**config.mk**
```make
export PLATFORM = sky130hd
export DESIGN_NAME = diag_tree_walker
export DESIGN_NICKNAME = d
export VERILOG_FILES = /design/src/rtl/diag_tree_pkg.sv /design/src/rtl/diag_node_decode.sv /design/src/rtl/diag_step_cnt.sv /design/src/rtl/diag_walk_ctrl.sv /design/src/rtl/diag_tree_walker.sv
export SDC_FILE = /design/constraint.sdc
export NUM_CORES = 1
export LEC_CHECK = 0
export ABC_AREA = 1
export BUFFER_PORTS_ARGS = -buffer_cell sky130_fd_sc_hd__buf_2
export CORE_MARGIN = 3
export CORE_UTILIZATION = 44
export CTS_BUF_LIST = sky130_fd_sc_hd__clkbuf_8 sky130_fd_sc_hd__clkbuf_16
export DETAILED_ROUTE_END_ITERATION = 10
export HOLD_SLACK_MARGIN = 0.08
export PLACE_DENSITY = 0.69
export RECOVER_POWER = 50
export SETUP_SLACK_MARGIN = 0.2
export SKIP_LAST_GASP = 1
export SLEW_MARGIN = 20
export SYNTH_ARGS = -nofsm -noshare
export SYNTH_HDL_FRONTEND = slang
export SYNTH_SLANG_ARGS = --single-unit
export TNS_END_PERCENT = 1
```
**constraint.sdc**
```tcl
create_clock -name clk_i -period 2.2 [get_ports clk_i]
set_input_delay 0.11 -clock clk_i [delete_from_list [all_inputs] [get_ports clk_i]]
set_output_delay 0.11 -clock clk_i [all_outputs]
set_load 0.01 [all_outputs]
```
**src/rtl/diag_tree_pkg.sv**
```systemverilog
package diag_tree_pkg;
  typedef enum logic [2:0] {
    S_IDLE,
    S_FETCH,
    S_EVAL,
    S_REQ,
    S_DONE,
    S_ERR
  } walk_state_e;
endpackage

```
**src/rtl/diag_node_decode.sv**
```systemverilog
module diag_node_decode #(
  parameter int PTR_W  = 5,
  parameter int PAT_W  = 4,
  parameter int FSET_W = 16,
  localparam int TST_W = PAT_W + 2 * PTR_W,
  localparam int BODY_W = (FSET_W > TST_W) ? FSET_W : TST_W,
  localparam int WORD_W = BODY_W + 1
) (
  input  logic [WORD_W-1:0] word_i,
  output logic              is_leaf_o,
  output logic [PAT_W-1:0]  pat_o,
  output logic [PTR_W-1:0]  pass_ptr_o,
  output logic [PTR_W-1:0]  fail_ptr_o,
  output logic [FSET_W-1:0] fset_o
);
  always_comb begin
    is_leaf_o  = word_i[WORD_W-1];
    fail_ptr_o = word_i[PTR_W-1:0];
    pass_ptr_o = word_i[2*PTR_W-1:PTR_W];
    pat_o      = word_i[TST_W-1:2*PTR_W];
    fset_o     = word_i[FSET_W-1:0];
  end
endmodule

```
**src/rtl/diag_step_cnt.sv**
```systemverilog
module diag_step_cnt #(
  parameter int NODES = 32,
  localparam int CNT_W = $clog2(NODES + 1)
) (
  input  logic             clk_i,
  input  logic             rst_ni,
  input  logic             clr_i,
  input  logic             inc_i,
  output logic [CNT_W-1:0] cnt_o,
  output logic             at_max_o
);
  localparam logic [CNT_W-1:0] MAX = CNT_W'(NODES);

  always_ff @(posedge clk_i or negedge rst_ni) begin
    if (!rst_ni)                cnt_o <= '0;
    else if (clr_i)             cnt_o <= '0;
    else if (inc_i && !at_max_o) cnt_o <= cnt_o + 1'b1;
  end

  assign at_max_o = (cnt_o == MAX);

  a_r8_cnt_bound: assert property (@(posedge clk_i) disable iff (!rst_ni)
    cnt_o <= MAX);
  a_r10_clear: assert property (@(posedge clk_i) disable iff (!rst_ni)
    clr_i |=> cnt_o == '0);
endmodule

```
**src/rtl/diag_walk_ctrl.sv**
```systemverilog
module diag_walk_ctrl
  import diag_tree_pkg::*;
#(
  parameter int NODES  = 32,
  parameter int PAT_W  = 4,
  parameter int FSET_W = 16,
  localparam int PTR_W = $clog2(NODES),
  localparam int CNT_W = $clog2(NODES + 1)
) (
  input  logic              clk_i,
  input  logic              rst_ni,
  input  logic              start_i,
  input  logic              valid_i,
  input  logic              fail_i,
  input  logic              is_leaf_i,
  input  logic [PAT_W-1:0]  pat_i,
  input  logic [PTR_W-1:0]  pass_ptr_i,
  input  logic [PTR_W-1:0]  fail_ptr_i,
  input  logic [FSET_W-1:0] fset_i,
  input  logic              at_max_i,
  input  logic [CNT_W-1:0]  cnt_i,
  output logic              node_rd_o,
  output logic [PTR_W-1:0]  node_addr_o,
  output logic              req_o,
  output logic [PAT_W-1:0]  pat_idx_o,
  output logic              busy_o,
  output logic              done_o,
  output logic              err_o,
  output logic [FSET_W-1:0] fault_set_o,
  output logic              cnt_clr_o,
  output logic              cnt_inc_o
);
  walk_state_e state_q;
  logic [PTR_W-1:0]  addr_q, pass_q, fail_q, next_ptr;
  logic [PAT_W-1:0]  pat_q;
  logic [FSET_W-1:0] fset_q;

  always_comb begin
    node_rd_o   = (state_q == S_FETCH);
    req_o       = (state_q == S_REQ);
    busy_o      = (state_q == S_FETCH) || (state_q == S_EVAL) || (state_q == S_REQ);
    done_o      = (state_q == S_DONE);
    err_o       = (state_q == S_ERR);
    node_addr_o = addr_q;
    pat_idx_o   = pat_q;
    fault_set_o = fset_q;
    cnt_clr_o   = start_i && !busy_o;
    cnt_inc_o   = req_o && valid_i;
    next_ptr    = fail_i ? fail_q : pass_q;
  end

  always_ff @(posedge clk_i or negedge rst_ni) begin
    if (!rst_ni) begin
      state_q <= S_IDLE;
      addr_q  <= '0;
      pass_q  <= '0;
      fail_q  <= '0;
      pat_q   <= '0;
      fset_q  <= '0;
    end else begin
      case (state_q)
        S_FETCH: state_q <= S_EVAL;
        S_EVAL: begin
          if (is_leaf_i) begin
            fset_q  <= fset_i;
            state_q <= S_DONE;
          end else if (at_max_i) begin
            state_q <= S_ERR;
          end else begin
            pat_q   <= pat_i;
            pass_q  <= pass_ptr_i;
            fail_q  <= fail_ptr_i;
            state_q <= S_REQ;
          end
        end
        S_REQ: begin
          if (valid_i) begin
            if (next_ptr == '0) begin
              state_q <= S_ERR;
            end else begin
              addr_q  <= next_ptr;
              state_q <= S_FETCH;
            end
          end
        end
        default: begin
          if (start_i) begin
            addr_q  <= '0;
            fset_q  <= '0;
            state_q <= S_FETCH;
          end
        end
      endcase
    end
  end

  // request and pattern held until verdict
  a_r3_req_hold: assert property (@(posedge clk_i) disable iff (!rst_ni)
    (req_o && !valid_i) |=> (req_o && $stable(pat_idx_o)));
  a_r5_done_err_excl: assert property (@(posedge clk_i) disable iff (!rst_ni)
    !(done_o && err_o) && !(busy_o && (done_o || err_o)));
  a_r5_result_hold: assert property (@(posedge clk_i) disable iff (!rst_ni)
    (done_o && !start_i) |=> (done_o && $stable(fault_set_o)));
  a_r7_err_clean: assert property (@(posedge clk_i) disable iff (!rst_ni)
    err_o |-> (fault_set_o == '0));
  a_r6_cnt_step: assert property (@(posedge clk_i) disable iff (!rst_ni)
    (req_o && valid_i && !at_max_i) |=> (cnt_i == $past(cnt_i) + 1'b1));
  a_r9_start_busy: assert property (@(posedge clk_i) disable iff (!rst_ni)
    (busy_o && start_i && !cnt_inc_o) |=> $stable(cnt_i));
endmodule

```
**src/rtl/diag_tree_walker.sv**
```systemverilog
module diag_tree_walker #(
  parameter int NODES  = 32,
  parameter int PAT_W  = 4,
  parameter int FSET_W = 16,
  localparam int PTR_W = $clog2(NODES),
  localparam int CNT_W = $clog2(NODES + 1),
  localparam int TST_W = PAT_W + 2 * PTR_W,
  localparam int WORD_W = ((FSET_W > TST_W) ? FSET_W : TST_W) + 1
) (
  input  logic              clk_i,
  input  logic              rst_ni,
  input  logic              start_i,
  output logic              node_rd_o,
  output logic [PTR_W-1:0]  node_addr_o,
  input  logic [WORD_W-1:0] node_data_i,
  output logic              req_o,
  output logic [PAT_W-1:0]  pat_idx_o,
  input  logic              valid_i,
  input  logic              fail_i,
  output logic              busy_o,
  output logic              done_o,
  output logic              err_o,
  output logic [FSET_W-1:0] fault_set_o,
  output logic [CNT_W-1:0]  pat_cnt_o
);
  logic              is_leaf, at_max, cnt_clr, cnt_inc;
  logic [PAT_W-1:0]  dec_pat;
  logic [PTR_W-1:0]  dec_pass, dec_fail;
  logic [FSET_W-1:0] dec_fset;

  diag_node_decode #(.PTR_W(PTR_W), .PAT_W(PAT_W), .FSET_W(FSET_W)) i_decode (
    .word_i     (node_data_i),
    .is_leaf_o  (is_leaf),
    .pat_o      (dec_pat),
    .pass_ptr_o (dec_pass),
    .fail_ptr_o (dec_fail),
    .fset_o     (dec_fset)
  );

  diag_step_cnt #(.NODES(NODES)) i_cnt (
    .clk_i    (clk_i),
    .rst_ni   (rst_ni),
    .clr_i    (cnt_clr),
    .inc_i    (cnt_inc),
    .cnt_o    (pat_cnt_o),
    .at_max_o (at_max)
  );

  diag_walk_ctrl #(.NODES(NODES), .PAT_W(PAT_W), .FSET_W(FSET_W)) i_ctrl (
    .clk_i       (clk_i),
    .rst_ni      (rst_ni),
    .start_i     (start_i),
    .valid_i     (valid_i),
    .fail_i      (fail_i),
    .is_leaf_i   (is_leaf),
    .pat_i       (dec_pat),
    .pass_ptr_i  (dec_pass),
    .fail_ptr_i  (dec_fail),
    .fset_i      (dec_fset),
    .at_max_i    (at_max),
    .cnt_i       (pat_cnt_o),
    .node_rd_o   (node_rd_o),
    .node_addr_o (node_addr_o),
    .req_o       (req_o),
    .pat_idx_o   (pat_idx_o),
    .busy_o      (busy_o),
    .done_o      (done_o),
    .err_o       (err_o),
    .fault_set_o (fault_set_o),
    .cnt_clr_o   (cnt_clr),
    .cnt_inc_o   (cnt_inc)
  );

  a_r2_root_first: assert property (@(posedge clk_i) disable iff (!rst_ni)
    $rose(busy_o) |-> (node_rd_o && node_addr_o == '0));
endmodule

```
==> results.cfg <==
[global_routing]
grt_pass1_wl_mm = 8.20
gr-total-overflow = 0
grt_max_degree = 45
antenna_found_initial = 0
grt.total_usage = 0.196
grt_pass1_vias = 1773

[routing]
ant_nets = 0
wirelength_mm = 4.54
via_per_inst = 4.98
drcViolationCount = 0
drtIter0Drc = 53
drtPass1Iterations = 4
wl_per_cell_um = 12.7
vias = 1778

[place]
hpwl_mm = 3.37
dp.cells = 342
place.gp.congestion = 0.841
io_buffers = 57

[sta]
fin_setup_tns_ns = 0
setup_viol = 0
rsz0062_at_grt = no
clock.fmax_ghz = 0.577
worst_clock_skew_ns = 0.00634
post-route-min-period_ns = 1.73
slew_headroom = 0.296
finalCritPeriodShare = 0.787
finalHoldViolations = 0
slew_violations = 0
worst_pin_slew_ns = 1.06

[synthesis]
synth_cell_types = 24
ys_ff_latch = 44
synth.area.top_cells = dfrtp_1 (55%), nand2_1 (18%), o21ai_0 (5.0%)
synth_top_area_frac = 0.549
netlist_instances = 240
ys.flop_type = dfrtp_1
synth.most_common_cell = nand2_1
yosys_warnings = 0
synth_largest_area_cell = dfrtp_1
syn_nets = 264
netlist_area_mm2 = 0.00200
synthArstFlopShare = 1.00
synth-edff-count = 0
synth_top_cells_by_count = nand2_1 (94), dfrtp_1 (44), o21ai_0 (20)
syn-mean-instance-area_um2 = 8.35
yosysSeqAreaShare = 0.549

[layout]
syn2layout_area_growth_pct = 24.2
fill_cells = 410
final_nets = 331
fin_cells = 357
antenna_cells = 0
drive_gt1_frac = 0.134

[power_and_ir_drop]
clkPwrFrac = 0.211
p_int_mw = 2.05
power.share.combinational = 0.379
ir_worst_vdd_mv = 0.721
leakage_nw = 1.27
p_sw_frac = 0.399
seqPwrFrac = 0.411
powerDensity_mw_per_mm2 = 1370
p_switching_mw = 1.36

[clock_tree]
clockBufferDepth = 2
htreeDepth = 2
insertion_delay_ns = 0.30
root_buffer = clkbuf_8
cts_resized = 0
cts_tree = built
clkSlewWorstSetupHoldPaths_ns = 0.08
cts_buffers = 5
clock_sinks = 44

[worst_setup_path]
crit_buf_inv = 1
start_kind = register
path_cells = inv_1, ha_1, nand4_1, nand2_1, nor2_1, nor2_1, o21ai_0
crit_path_end_kind = register
startpoint = i_cnt.cnt_o[0]$_DFFE_PN0P_
critical_path_class = reg2reg
path_common_cell = nor2_1
cpLargestDelayFamily = simple AND/OR/NAND/NOR gates
cp.required_ns = 2.37
arrival_ns = 1.91
cp_slowest_cell = dfrtp_1
critical_path_peak_fanout = 16
worstReg2RegStart = i_cnt.cnt_o[0]$_DFFE_PN0P_
slowest_delay_ns = 0.42

[die]
row_count = 23
die_height_um = 73.5
initial_utilization = 0.477
io-pin-count = 58
fp.coreArea_mm2 = 0.00420
die_area_mm2 = 0.00540
fp.dieW_um = 73.5

[worst_hold_path]
hold_path.class = in2reg
min_from = node_data_i[9]

[status]
status = completed

[job]
max-cap-violations = 0
==> worst min-delay path, stage by stage <==
cell	delay, ns
buf_2	0.09
nand2_1	0.08
o21ai_1	0.07
==> cells in the final DEF (no fill, tap or decap), types with 2 or more instances in the layout <==
cell | Yosys | routed
buf_2 | 3 | 25
nor2_1 | 11 | 11
nand3_1 | 10 | 10
ha_1 | 2 | 2
inv_1 | 16 | 16
bufinv_16 | 0 | 2
a21oi_1 | 2 | 2
inv_2 | 2 | 2
clkbuf_1 | 1 | 31
clkbuf_8 | 0 | 5
xor2_1 | 2 | 2
nand2_1 | 94 | 94
o21ai_1 | 17 | 17
o21ai_0 | 20 | 20
dlygate4sd3_1 | 0 | 8
nand4_1 | 3 | 3
nor3_1 | 2 | 2
o21bai_1 | 2 | 2
dfrtp_1 | 44 | 44
==> routing by layer <==
metal  up-vias  track usage  part of all wire
met5         -            0                 0
met4         0       0.0724             0.025
met3        10       0.0479             0.064
met2        54        0.319              0.47
met1       808        0.253              0.44
li1        906            -                 -
==> through the flow <==
| stage | hold WS (ns) | worst slack [ns] | instance area, um^2 | utilization | total power, mW |
|---|---|---|---|---|---|
| 4_1_cts | 0.0822 | 0.479 | 2530 | 0.602 | 3.51 |
| 6_report | 0.0934 | 0.468 | 2490 | 0.592 | 3.41 |
| 5_1_grt | 0.111 | 0.267 | 2490 | 0.592 | 3.73 |
| 3_3_place_gp | 0.322 | 0.567 | 2320 | 0.552 | 2.72 |
| 2_1_floorplan | -0.186 | 0.789 | 2000 | - | 2.29 |
| 3_5_place_dp | 0.331 | 0.507 | 2320 | 0.552 | 2.76 |
==> power by group through the flow <==
stage                     registers [mW]  clock network, mW  logic (mW)
final                               1.40              0.719        1.29
after global routing                1.45              0.766        1.51
after CTS                           1.39              0.737        1.38
after detailed placement            1.40                  0        1.37
after global placement              1.40                  0        1.33
after floorplan                     1.49                  0       0.798
==> state kept, by name (all words and copies together) (netlist names) <==
signal and flops:
i_ctrl.fault_set_o 16, i_cnt.cnt_o 6, i_ctrl.fail_q 5, i_ctrl.node_addr_o 5
i_ctrl.pass_q 5, i_ctrl.pat_idx_o 4, i_ctrl.state_q 3
==> logic make-up after synthesis <==
kind of cell / after synthesis / synth area share
AND/OR/NAND/NOR: 125 / 0.263
buffers and inverters: 24 / 0.0543
XOR/XNOR: 3 / 0.0131
AO/OA/AOI/OAI: 42 / 0.108
adder cells (fa/ha/maj): 2 / 0.0125
flip-flops: 44 / 0.549
==> layout make-up <==
type / instances / area, um^2 / area share
clock buffer: 5 / 68.8 / 0.0277
clock inverter: 2 / 60.1 / 0.0241
inverter: 18 / 67.6 / 0.0271
multi-input combinational: 172 / 795 / 0.319
sequential: 44 / 1100 / 0.442
tap: 50 / 62.6 / 0.0251
timing repair buffer: 66 / 334 / 0.134
==> final timing paths <==
| kind | cells past startpoint | endpoint | slack [ns] |
|---|---|---|---|
| worst max-delay path | 7 | i_ctrl.state_q[1]$_DFFE_PN0P_ | 0.47 |
| worst min-delay path | 3 | i_ctrl.fault_set_o[9]$_DFFE_PN0P_ | 0.09 |
| worst max register to register | 7 | i_ctrl.state_q[1]$_DFFE_PN0P_ | 0.47 |
| worst min register to register | 2 | i_ctrl.node_addr_o[3]$_DFFE_PN0P_ | 0.48 |
| max in group asynchronous | 2 | i_ctrl.fault_set_o[1]$_DFFE_PN0P_ | 1.02 |
| min in group asynchronous | 2 | i_cnt.cnt_o[2]$_DFFE_PN0P_ | 0.52 |
==> repair_timing <==
item / in CTS / in global routing
buffers inserted: 0 / 0
endpoints found under the hold margin: 51 / 0
endpoints found under the setup margin: 0 / 0
hold buffers: 8 / 0
Note: power is estimated with default switching activity, not from simulation.
